File: src/rtl/lvd_pkg.sv
package lvd_pkg;
  typedef struct packed {
    logic trip_sel;
    logic irq_en;
    logic rst_en;
    logic det_en;
  } lvd_cfg_t;

  localparam int CFG_W   = 4;
  localparam int NUM_CMP = 4;
  localparam int CMP_POR = 0;
  localparam int CMP_LVD = 1;
  localparam int CMP_WHI = 2;
  localparam int CMP_WLO = 3;

  localparam lvd_cfg_t CFG_DEFAULT = '{trip_sel: 1'b0, irq_en: 1'b0,
                                       rst_en: 1'b1, det_en: 1'b1};
endpackage

File: src/rtl/lvd_sync.sv
module lvd_sync #(
  parameter int WIDTH  = 4,
  parameter int STAGES = 2
) (
  input  logic             clk,
  input  logic             rst_n,
  input  logic [WIDTH-1:0] d_i,
  output logic [WIDTH-1:0] q_o
);
  logic [WIDTH-1:0] stage_q [STAGES];

  for (genvar s = 0; s < STAGES; s++) begin : g_stage
    logic [WIDTH-1:0] stage_d;
    if (s == 0) begin : g_first
      assign stage_d = d_i;
    end else begin : g_next
      assign stage_d = stage_q[s-1];
    end
    always_ff @(posedge clk or negedge rst_n) begin
      if (!rst_n) stage_q[s] <= '0;
      else        stage_q[s] <= stage_d;
    end
  end

  assign q_o = stage_q[STAGES-1];
endmodule

File: src/rtl/lvd_reset_ctl.sv
module lvd_reset_ctl (
  input  logic clk,
  input  logic rst_n,
  input  logic por_s,
  input  logic lvd_s,
  input  logic det_en,
  input  logic rst_en,
  output logic held_o,
  output logic cause_por_o,
  output logic cause_lvd_o
);
  logic held_q, held_d;
  logic por_q, por_d;
  logic lvd_q, lvd_d;
  logic new_hold;

  always_comb begin
    if (held_q) held_d = por_s | lvd_s;
    else        held_d = por_s | (lvd_s & det_en & rst_en);
    new_hold = held_d & ~held_q;
    por_d    = por_q;
    lvd_d    = lvd_q;
    if (por_s) begin
      por_d = 1'b1;
      lvd_d = 1'b1;
    end else if (new_hold) begin
      lvd_d = 1'b1;
    end
  end

  always_ff @(posedge clk or negedge rst_n) begin
    if (!rst_n) begin
      held_q <= 1'b1;
      por_q  <= 1'b0;
      lvd_q  <= 1'b0;
    end else begin
      held_q <= held_d;
      por_q  <= por_d;
      lvd_q  <= lvd_d;
    end
  end

  assign held_o      = held_q;
  assign cause_por_o = por_q;
  assign cause_lvd_o = lvd_q;
endmodule

File: src/rtl/lvd_flag_ctl.sv
module lvd_flag_ctl
  import lvd_pkg::*;
(
  input  logic     clk,
  input  logic     rst_n,
  input  logic     held_i,
  input  logic     lvd_s,
  input  logic     whi_s,
  input  logic     wlo_s,
  input  logic     cfg_we_i,
  input  lvd_cfg_t cfg_wdata_i,
  input  logic     ack_i,
  output lvd_cfg_t cfg_o,
  output logic     det_flag_o,
  output logic     warn_flag_o,
  output logic     irq_o
);
  lvd_cfg_t cfg_q, cfg_d;
  logic det_q, det_d;
  logic warn_q, warn_d;
  logic det_set;

  always_comb begin
    if (held_i)        cfg_d = CFG_DEFAULT;
    else if (cfg_we_i) cfg_d = cfg_wdata_i;
    else               cfg_d = cfg_q;

    det_set = lvd_s & cfg_q.det_en & ~cfg_q.rst_en;
    if (held_i)       det_d = 1'b0;
    else if (det_set) det_d = 1'b1;
    else if (ack_i)   det_d = 1'b0;
    else              det_d = det_q;

    warn_d = (cfg_q.trip_sel ? whi_s : wlo_s) & ~lvd_s;
  end

  always_ff @(posedge clk or negedge rst_n) begin
    if (!rst_n) begin
      cfg_q  <= CFG_DEFAULT;
      det_q  <= 1'b0;
      warn_q <= 1'b0;
    end else begin
      cfg_q  <= cfg_d;
      det_q  <= det_d;
      warn_q <= warn_d;
    end
  end

  assign cfg_o       = cfg_q;
  assign det_flag_o  = det_q;
  assign warn_flag_o = warn_q;
  assign irq_o       = det_q & cfg_q.irq_en;
endmodule

File: src/rtl/lvd_supervisor.sv
module lvd_supervisor
  import lvd_pkg::*;
#(
  parameter int SYNC_STAGES = 2
) (
  input  logic             clk,
  input  logic             rst_n,
  input  logic             por_cmp_i,
  input  logic             lvd_cmp_i,
  input  logic             warn_hi_cmp_i,
  input  logic             warn_lo_cmp_i,
  input  logic             cfg_we_i,
  input  logic [CFG_W-1:0] cfg_wdata_i,
  input  logic             ack_i,
  output logic             chip_rst_o,
  output logic             irq_o,
  output logic             rst_cause_por_o,
  output logic             rst_cause_lvd_o,
  output logic             det_flag_o,
  output logic             warn_flag_o,
  output logic [CFG_W-1:0] cfg_o
);
  logic [NUM_CMP-1:0] cmp_raw, cmp_s;
  logic por_s, lvd_s;
  lvd_cfg_t cfg_q;

  assign cmp_raw[CMP_POR] = por_cmp_i;
  assign cmp_raw[CMP_LVD] = lvd_cmp_i;
  assign cmp_raw[CMP_WHI] = warn_hi_cmp_i;
  assign cmp_raw[CMP_WLO] = warn_lo_cmp_i;

  lvd_sync #(.WIDTH(NUM_CMP), .STAGES(SYNC_STAGES)) u_sync (
    .clk   (clk),
    .rst_n (rst_n),
    .d_i   (cmp_raw),
    .q_o   (cmp_s)
  );

  assign por_s = cmp_s[CMP_POR];
  assign lvd_s = cmp_s[CMP_LVD];

  lvd_reset_ctl u_rst (
    .clk         (clk),
    .rst_n       (rst_n),
    .por_s       (por_s),
    .lvd_s       (lvd_s),
    .det_en      (cfg_q.det_en),
    .rst_en      (cfg_q.rst_en),
    .held_o      (chip_rst_o),
    .cause_por_o (rst_cause_por_o),
    .cause_lvd_o (rst_cause_lvd_o)
  );

  lvd_flag_ctl u_flag (
    .clk         (clk),
    .rst_n       (rst_n),
    .held_i      (chip_rst_o),
    .lvd_s       (lvd_s),
    .whi_s       (cmp_s[CMP_WHI]),
    .wlo_s       (cmp_s[CMP_WLO]),
    .cfg_we_i    (cfg_we_i),
    .cfg_wdata_i (lvd_cfg_t'(cfg_wdata_i)),
    .ack_i       (ack_i),
    .cfg_o       (cfg_q),
    .det_flag_o  (det_flag_o),
    .warn_flag_o (warn_flag_o),
    .irq_o       (irq_o)
  );

  assign cfg_o = cfg_q;
endmodule

File: config.mk
export PLATFORM = sky130hd
export DESIGN_NAME = lvd_supervisor
export DESIGN_NICKNAME = d
export VERILOG_FILES = /design/src/rtl/lvd_pkg.sv /design/src/rtl/lvd_sync.sv /design/src/rtl/lvd_reset_ctl.sv /design/src/rtl/lvd_flag_ctl.sv /design/src/rtl/lvd_supervisor.sv
export SDC_FILE = /design/constraint.sdc
export NUM_CORES = 1
export LEC_CHECK = 0
export BUFFER_PORTS_ARGS = -buffer_cell sky130_fd_sc_hd__buf_4
export CAP_MARGIN = 10
export CELL_PAD_IN_SITES_DETAIL_PLACEMENT = 0
export CELL_PAD_IN_SITES_GLOBAL_PLACEMENT = 1
export CORE_UTILIZATION = 35
export DETAILED_ROUTE_END_ITERATION = 10
export PLACE_DENSITY = 0.71
export SKIP_LAST_GASP = 1
export SYNTH_ARGS = -nofsm -noshare
export SYNTH_HDL_FRONTEND = slang
export SYNTH_SLANG_ARGS = --single-unit
File: constraint.sdc
create_clock -name clk -period 1.4 [get_ports clk]
set_input_delay 0.14 -clock clk [delete_from_list [all_inputs] [get_ports clk]]
set_output_delay 0.14 -clock clk [all_outputs]
set_load 0.05 [all_outputs]
==> parameters.txt, run 1 <==
Parameter                              Value

Status
  Result of the run    completed

Setup path
  Maximum cell stage delay along the critical path    0.62 ns
  Crit path depth    1
  Worst r2r dst    u_flag.det_flag_o
  Worst setup path endpoint    chip_rst_o
  Critical path cell sequence    buf_4
  Worst path slowest cell    sky130_fd_sc_hd__dfstp_2
  Worst-path fanout max    9
  Category of the critical setup timing path    flip-flop to output pin
  Critical path capture point type    output pin
  Startpoint types    flip-flop
  Number of buffer and inverter instances along the worst setup path    1
  Cell family with most CP delay    flip-flops
  Worst r2r path cells    2
  Critical register-to-register path startpoint    u_rst.held_o
  R2R setup slack    0.36 ns
  Worst endpoint required time    1.26 ns
  Beginning of the critical path    u_rst.held_o
  Arrival time at the worst endpoint    1.13 ns

Synth
  Syn_area_per_cell    14.16 um2
  Area of the mapped netlist    580.6 um2
  Dominant register cell in the synthesized netlist    sky130_fd_sc_hd__dfrtp_1
  Largest area contributor in the synthesized netlist    sky130_fd_sc_hd__dfrtp_1
  Mux cell area share after synthesis    5.172%
  Top post-synthesis cells by count    sky130_fd_sc_hd__dfrtp_1 (14), sky130_fd_sc_hd__nor2_1 (6), sky130_fd_sc_hd__dfstp_2 (3), sky130_fd_sc_hd__mux2i_1 (3)
  Share of the synthesized area in the top cell type    60.34%
  Post-Syn Instances    41
  Most instantiated library cell after synthesis    sky130_fd_sc_hd__dfrtp_1
  Synth area leaders    sky130_fd_sc_hd__dfrtp_1 (60%), sky130_fd_sc_hd__dfstp_2 (14%), sky130_fd_sc_hd__mux2i_1 (5.2%)
  Sequential fraction of the synthesis area    between 70% and 80%
  Xor/xnor share of the synthesized area    0%
  Area fraction in compound gates after synthesis    5.603%
  Net Count, Synth    53
  Synthesized flop and latch total    17
  Library cells used by synthesis    15
  Share of synthesized cell area in and, or, nand and nor gates    11.85%
  Fraction of synthesis flops using an asynchronous set or reset pin    100.0%
  Dominant combinational cell family by area after synthesis    simple AND/OR/NAND/NOR gates
  Number of enable flip-flop cells after synthesis    0
  Number of warnings printed during yosys synthesis    0
  Synth Area in Adders    0%

Power and ir drop
  Sequential fraction of design power    60.0%
  Worst vdd ir    0.7436 mV
  Internal    667.2 uW
  Power Density    approximately 1100 mW/mm2
  Switching power share of the total    24.00%
  Overall Power    between 800 and 900 uW
  Leakage dissipation    between 0.0003 and 0.0004 uW
  Proportion of power drawn by the clock network    28.5%
  Net switching power    ~210 uW
  Logic pwr share    a little under an eighth

Clocking
  Skew-Pair Late Insertion Delay    0.28 ns
  Number of setup buffers added after CTS    0
  TritonCTS clock tree    built
  Clock slew at the register clock pins of the worst setup and hold paths    0.10 ns
  Maximum root-to-sink buffer count    2
  Clock Tree Root    sky130_fd_sc_hd__clkbuf_4
  Number of buffers created by CTS    3
  Number of buffers inserted for hold repair after clock tree synthesis    5
  Clock sink count    17
  Number of instances resized during post-cts repair    0
  Number of levels in the clock H-tree    1

Placement
  Placed Cells    75
  Detail Placement HPWL    675.6 um
  Global placer's final weighted congestion    0.7298
  PortBufs    21
  Worst-case setup slack after placement    0.3692 ns

Floorplanning
  Starting utilization of the core area    38.10%
  Die height    42.73 um
  Number of placement rows    14
  Total core area    0.001524 mm2
  Top Ports    22
  Width of the die    roughly 43 um
  DIE AREA    0.001825 mm2

Detailed routing
  Routed length per placed instance    about 11 um
  Final Routed Wirelength    roughly 950 um
  Post-DR vias/cell    4.774
  Detailed router's first-iteration violation count    3
  Antenna Nets Post-Route    0
  Length of the first detailed-routing pass in iterations    2
  Total number of vias    401
  Drc violations    0

Timing
  Clock period minus worst slack    1.266 ns
  Worst slew pin tran    0.2034 ns
  Final worst-path cycle share    between 90% and 100%
  Number of endpoints failing setup at the final stage    0
  Final hold vios    0
  Worst setup skew after layout    0.007591 ns
  Number of pins with negative max-slew slack in the final report    0
  Unrepaired setup endpoints after global routing    false
  Achievable clock frequency    789.6 MHz
  Worst-case hold slack    0.06368 ns
  Worst setup slack after layout    0.1335 ns
  Max_slew headroom    86.44%
  Setup TNS after final layout    0 ns

Global routing
  Pin count of the biggest net entering global routing    18
  Number of antenna violations at the first check in global routing    0
  Global-route usage over all layers    12.22%
  First-pass GRT wire length    1628 um
  Via count of the first global-routing pass    401
  Overflow left after global routing    0

Final layout
  Share of post-route cells with drive strength above 1    a little over two fifths
  Ant diodes    0
  Signed area change from the synthesized netlist to the final layout    40.52%
  Final nets    81
  Count of placed standard cells in the final layout, fillers left out    84

Hold path
  Worst min-delay path class    input port to flip-flop

Run
  Max-cap viol count    0
==> registers in the layout (all words and copies together) (netlist names) <==
name	count
u_flag.warn_flag_o	1
u_sync.q_o	4
u_rst.held_o	1
u_rst.cause_por_o	1
u_rst.cause_lvd_o	1
u_flag.cfg_o	4
u_flag.det_flag_o	1
u_sync.g_stage.stage_d	4
==> placed cells by master (no fill, tap or decap) <==
master                          count
sky130_fd_sc_hd__nand4b_1           1
sky130_fd_sc_hd__dfstp_2            3
sky130_fd_sc_hd__or2_2              1
sky130_fd_sc_hd__mux2i_1            3
sky130_fd_sc_hd__dfrtp_1           14
sky130_fd_sc_hd__a211o_1            2
sky130_fd_sc_hd__clkinv_2           1
sky130_fd_sc_hd__nor2b_1            2
sky130_fd_sc_hd__nand2_1            2
sky130_fd_sc_hd__clkbuf_4           3
sky130_fd_sc_hd__a32o_1             1
sky130_fd_sc_hd__nand3_1            1
sky130_fd_sc_hd__and2_1             1
sky130_fd_sc_hd__dlygate4sd3_1      5
sky130_fd_sc_hd__buf_4             21
sky130_fd_sc_hd__nor2_1             6
sky130_fd_sc_hd__a21oi_1            1
==> final cells by class <==
cell class / count / area, um2
Sequential cell: 17 / 429.2
Multi-Input combinational cell: 21 / 131.4
Clock buffer: 3 / 22.52
Fill cell: 152 / 708.2
Timing Repair Buffer: 26 / 207.7
Clock inverter: 1 / 5.005
Tap cell: 16 / 20.02
==> how the worst min path moves through the flow <==
stage                   startpoint                            to  slack, ns  cells after the start
detailed placement           rst_n  u_sync.g_stage[1].stage_d[0]       0.01                      1
CTS                 cfg_wdata_i[0]               u_flag.cfg_o[0]       0.06                      2
finish              cfg_wdata_i[0]               u_flag.cfg_o[0]       0.06                      2
global placement             rst_n  u_sync.g_stage[1].stage_d[1]       0.01                      1
floorplan                    rst_n               u_flag.cfg_o[2]      -0.16                      0
global route        cfg_wdata_i[0]               u_flag.cfg_o[0]       0.06                      2
==> power by group through the flow <==
| stage | Clock [uW] | Sequential [uW] | Combinational (uW) |
|---|---|---|---|
| floorplan | 0 | 550 | 30.0 |
| global placement | 0 | 536 | 90.8 |
| detailed placement | 0 | 537 | 91.1 |
| CTS | 264 | 528 | 102 |
| global route | 278 | 530 | 109 |
| finish | 250 | 527 | 101 |
==> routing by layer <==
layer / up-vias / GRT usage [%] / routed length, um
met5: - / 0 / 0
met4: 0 / 5.625 / 0
met3: 0 / 4.681 / 79
met2: 16 / 19.39 / 454
met1: 195 / 14.57 / 414
li1: 190 / - / -
==> kinds of logic (layout without fill, tap and decap cells) <==
kind of cell           Yosys count  count (layout)
DFF                             17              17
buffers and inverters            3              30
and+or+nand+nor                 14              14
AOI/OAI and AO/OA                4               4
muxes                            3               3
==> per-stage QoR <==
stage | util [%] | cell area [um2]
finish | 53.53 | 815.8
global route | 53.53 | 815.8
CTS | 53.53 | 815.8
detailed placement | 48.44 | 738.2
global placement | 48.44 | 738.2
floorplan | - | 580.6
Power figures use the tool's default switching activity.
==> run 2: changes to the inputs <==
--- a/config.mk
+++ b/config.mk
@@ -9,10 +9,10 @@
 export CAP_MARGIN = 10
 export CELL_PAD_IN_SITES_DETAIL_PLACEMENT = 0
 export CELL_PAD_IN_SITES_GLOBAL_PLACEMENT = 1
-export CORE_UTILIZATION = 35
+export CORE_UTILIZATION = 30
 export DETAILED_ROUTE_END_ITERATION = 10
-export PLACE_DENSITY = 0.71
-export SKIP_LAST_GASP = 1
+export PLACE_DENSITY = 0.62
 export SYNTH_ARGS = -nofsm -noshare
 export SYNTH_HDL_FRONTEND = slang
 export SYNTH_SLANG_ARGS = --single-unit
+export TNS_END_PERCENT = 10
==> run 2 against run 1 <==
Sequential power about the same; first-iteration DRC count decreased by 67%; flip-flop and latch count unchanged; combinational power about the same; design area increased by 1.4%; non-clock buffer count unchanged; sequential share of layout area decreased by 0.72 points; wire length increased by 5.8%.
==> parameters.txt, run 2 (synthesis gave the netlist of run 1 again) <==
Parameter                              Value

Timing
  Final hold vios    0 (unchanged)
  Number of pins with negative max-slew slack in the final report    0 (unchanged)
  Unrepaired setup endpoints after global routing    false
  Worst setup skew after layout    0.001121 ns (-0.006470 ns)
  Clock period minus worst slack    1.272 ns (+0.005228 ns)
  Worst slew pin tran    0.2175 ns (+0.01413 ns)
  Max_slew headroom    85.50% (-0.94 points)
  Number of endpoints failing setup at the final stage    0 (unchanged)
  Setup TNS after final layout    0 ns (unchanged)
  Final worst-path cycle share    90.84% (+0.37 points)
  Worst-case hold slack    0.06502 ns (+0.001334 ns)
  Achievable clock frequency    786.4 MHz (-0.41%)

Final layout
  Ant diodes    0 (unchanged)
  Signed area change from the synthesized netlist to the final layout    42.46%
  Total of fill cells in the finished design    187 (+23%)
  Most common cell after layout, fill and taps aside    sky130_fd_sc_hd__buf_4
  Final nets    81 (unchanged)
  Highest-count cells in the layout ignoring fill and taps    sky130_fd_sc_hd__buf_4 (21), sky130_fd_sc_hd__dfrtp_1 (14), sky130_fd_sc_hd__nor2_1 (6), sky130_fd_sc_hd__dlygate4sd3_1 (5)
  Share of post-route cells with drive strength above 1    42.65% (unchanged)
  Count of placed standard cells in the final layout, fillers left out    93 (+11%)

Power and ir drop
  Leakage dissipation    0.0003809 uW (unchanged)
  Power Density    1066 mW/mm2 (-0.95%)
  Worst vdd ir    0.9180 mV (+23%)
  Overall Power    881.5 uW (+0.41%)

Clocking
  Number of buffers created by CTS    3 (unchanged)
  Skew-Pair Late Insertion Delay    0.28 ns (about the same)
  Maximum root-to-sink buffer count    2 (unchanged)
  Number of levels in the clock H-tree    1 (unchanged)
  Clock slew at the register clock pins of the worst setup and hold paths    0.09 ns (about the same)
  Number of setup buffers added after CTS    0 (unchanged)
  TritonCTS clock tree    built
  Clock Tree Root    sky130_fd_sc_hd__clkbuf_4
  Clock sink count    17 (unchanged)

Global routing
  Number of antenna violations at the first check in global routing    0 (unchanged)
  Pin count of the biggest net entering global routing    18 (unchanged)
  Via count of the first global-routing pass    372 (-7.2%)
  Overflow left after global routing    0 (unchanged)
  First-pass GRT wire length    1524 um (-6.4%)
  Global-route usage over all layers    10.96% (-1.3 points)

Setup path
  Category of the critical setup timing path    flip-flop to output pin
  Critical path cell sequence    buf_4
  Worst-path fanout max    9 (unchanged)
  Worst path slowest cell    sky130_fd_sc_hd__dfstp_2
  Cell family with most CP delay    flip-flops
  Critical path capture point type    output pin
  Worst endpoint required time    1.26 ns (about the same)
  Maximum cell stage delay along the critical path    0.62 ns (about the same)
  Startpoint types    flip-flop
  Number of buffer and inverter instances along the worst setup path    1 (unchanged)
  Arrival time at the worst endpoint    1.13 ns (about the same)

Detailed routing
  Drc violations    0 (unchanged)
  Length of the first detailed-routing pass in iterations    2 (unchanged)
  Post-DR vias/cell    4.355 (-8.8%)
  Detailed router's first-iteration violation count    1 (-2)
  Total number of vias    405 (+1.0%)
  Antenna Nets Post-Route    0 (unchanged)
  Routed length per placed instance    10.78 um (-4.4%)
  Final Routed Wirelength    1003 um (+5.8%)

Floorplanning
  Starting utilization of the core area    32.91% (-5.2 points)
  Top Ports    22 (unchanged)
  Width of the die    45.99 um (+7.6%)
  DIE AREA    0.002115 mm2 (+16%)
  Total core area    0.001764 mm2 (+16%)
  Number of placement rows    15 (+1)
  Die height    45.99 um (+7.6%)

Status
  Result of the run    completed

Placement
  Detail Placement HPWL    648.1 um (-4.1%)
  PortBufs    21 (unchanged)
  Global placer's final weighted congestion    0.7029 (-3.7%)
  Placed Cells    84 (+12%)

Run
  Max-cap viol count    0 (unchanged)

Hold path
  Worst min-delay path class    input port to flip-flop
[run 2: report_power, final]
group / total [uW] / leakage (uW) / switching, uW / internal [uW]
sequential: 528 / 0.000197 / 14.3 / 513
combinational: 101 / 0.000166 / 53.1 / 48.0
clock: 253 / 0.0000177 / 147 / 106
total: 881 / 0.000381 / 214 / 667
[run 2: cell type report]
cell class	instances	area (um2)	share of cell area, %
Tap cell	25	31.28	3.782
Timing Repair Buffer	26	207.7	25.11
Multi-Input combinational cell	21	131.4	15.89
Sequential cell	17	429.2	51.89
Clock buffer	3	22.52	2.723
Clock inverter	1	5.005	0.6051
[run 2: repair_timing]
action	4_1_cts	5_1_grt
hold buffers	5	0
gates resized for setup	0	0
hold endpoints to repair	21	0
[run 2: path summary, 6_finish.rpt]
path / startpoint / endpoint / slack [ns] / depth (start not counted)
max in group asynchronous: rst_n / u_rst.held_o / 0.90 / 2
worst min-delay path: cfg_wdata_i[1] / u_flag.cfg_o[1] / 0.07 / 2
worst max-delay path: u_rst.held_o / chip_rst_o / 0.13 / 1
worst min register to register: u_sync.g_stage[1].stage_d[1] / u_sync.q_o[1] / 0.36 / 0
worst max register to register: u_rst.held_o / u_flag.det_flag_o / 0.37 / 2
min in group asynchronous: rst_n / u_sync.g_stage[1].stage_d[1] / 0.25 / 2
[run 2: stage by stage]
| step | worst slack [ns] | instance area (um2) | utilization, % |
|---|---|---|---|
| floorplan | 0.1140 | 580.6 | - |
| global placement | 0.4032 | 749.5 | 42.48 |
| detailed placement | 0.3820 | 749.5 | 42.48 |
| CTS | 0.1168 | 827.0 | 46.88 |
| global route | 0.07345 | 827.0 | 46.88 |
| finish | 0.1283 | 827.0 | 46.88 |
[run 2: layer usage]
| metal | global-route usage, % | up-vias | wire [um] |
|---|---|---|---|
| li1 | - | 188 | - |
| met3 | 7.143 | 0 | 90 |
| met5 | 0 | - | 0 |
| met1 | 12.76 | 197 | 444 |
| met4 | 1.765 | 0 | 0 |
| met2 | 17.18 | 20 | 469 |
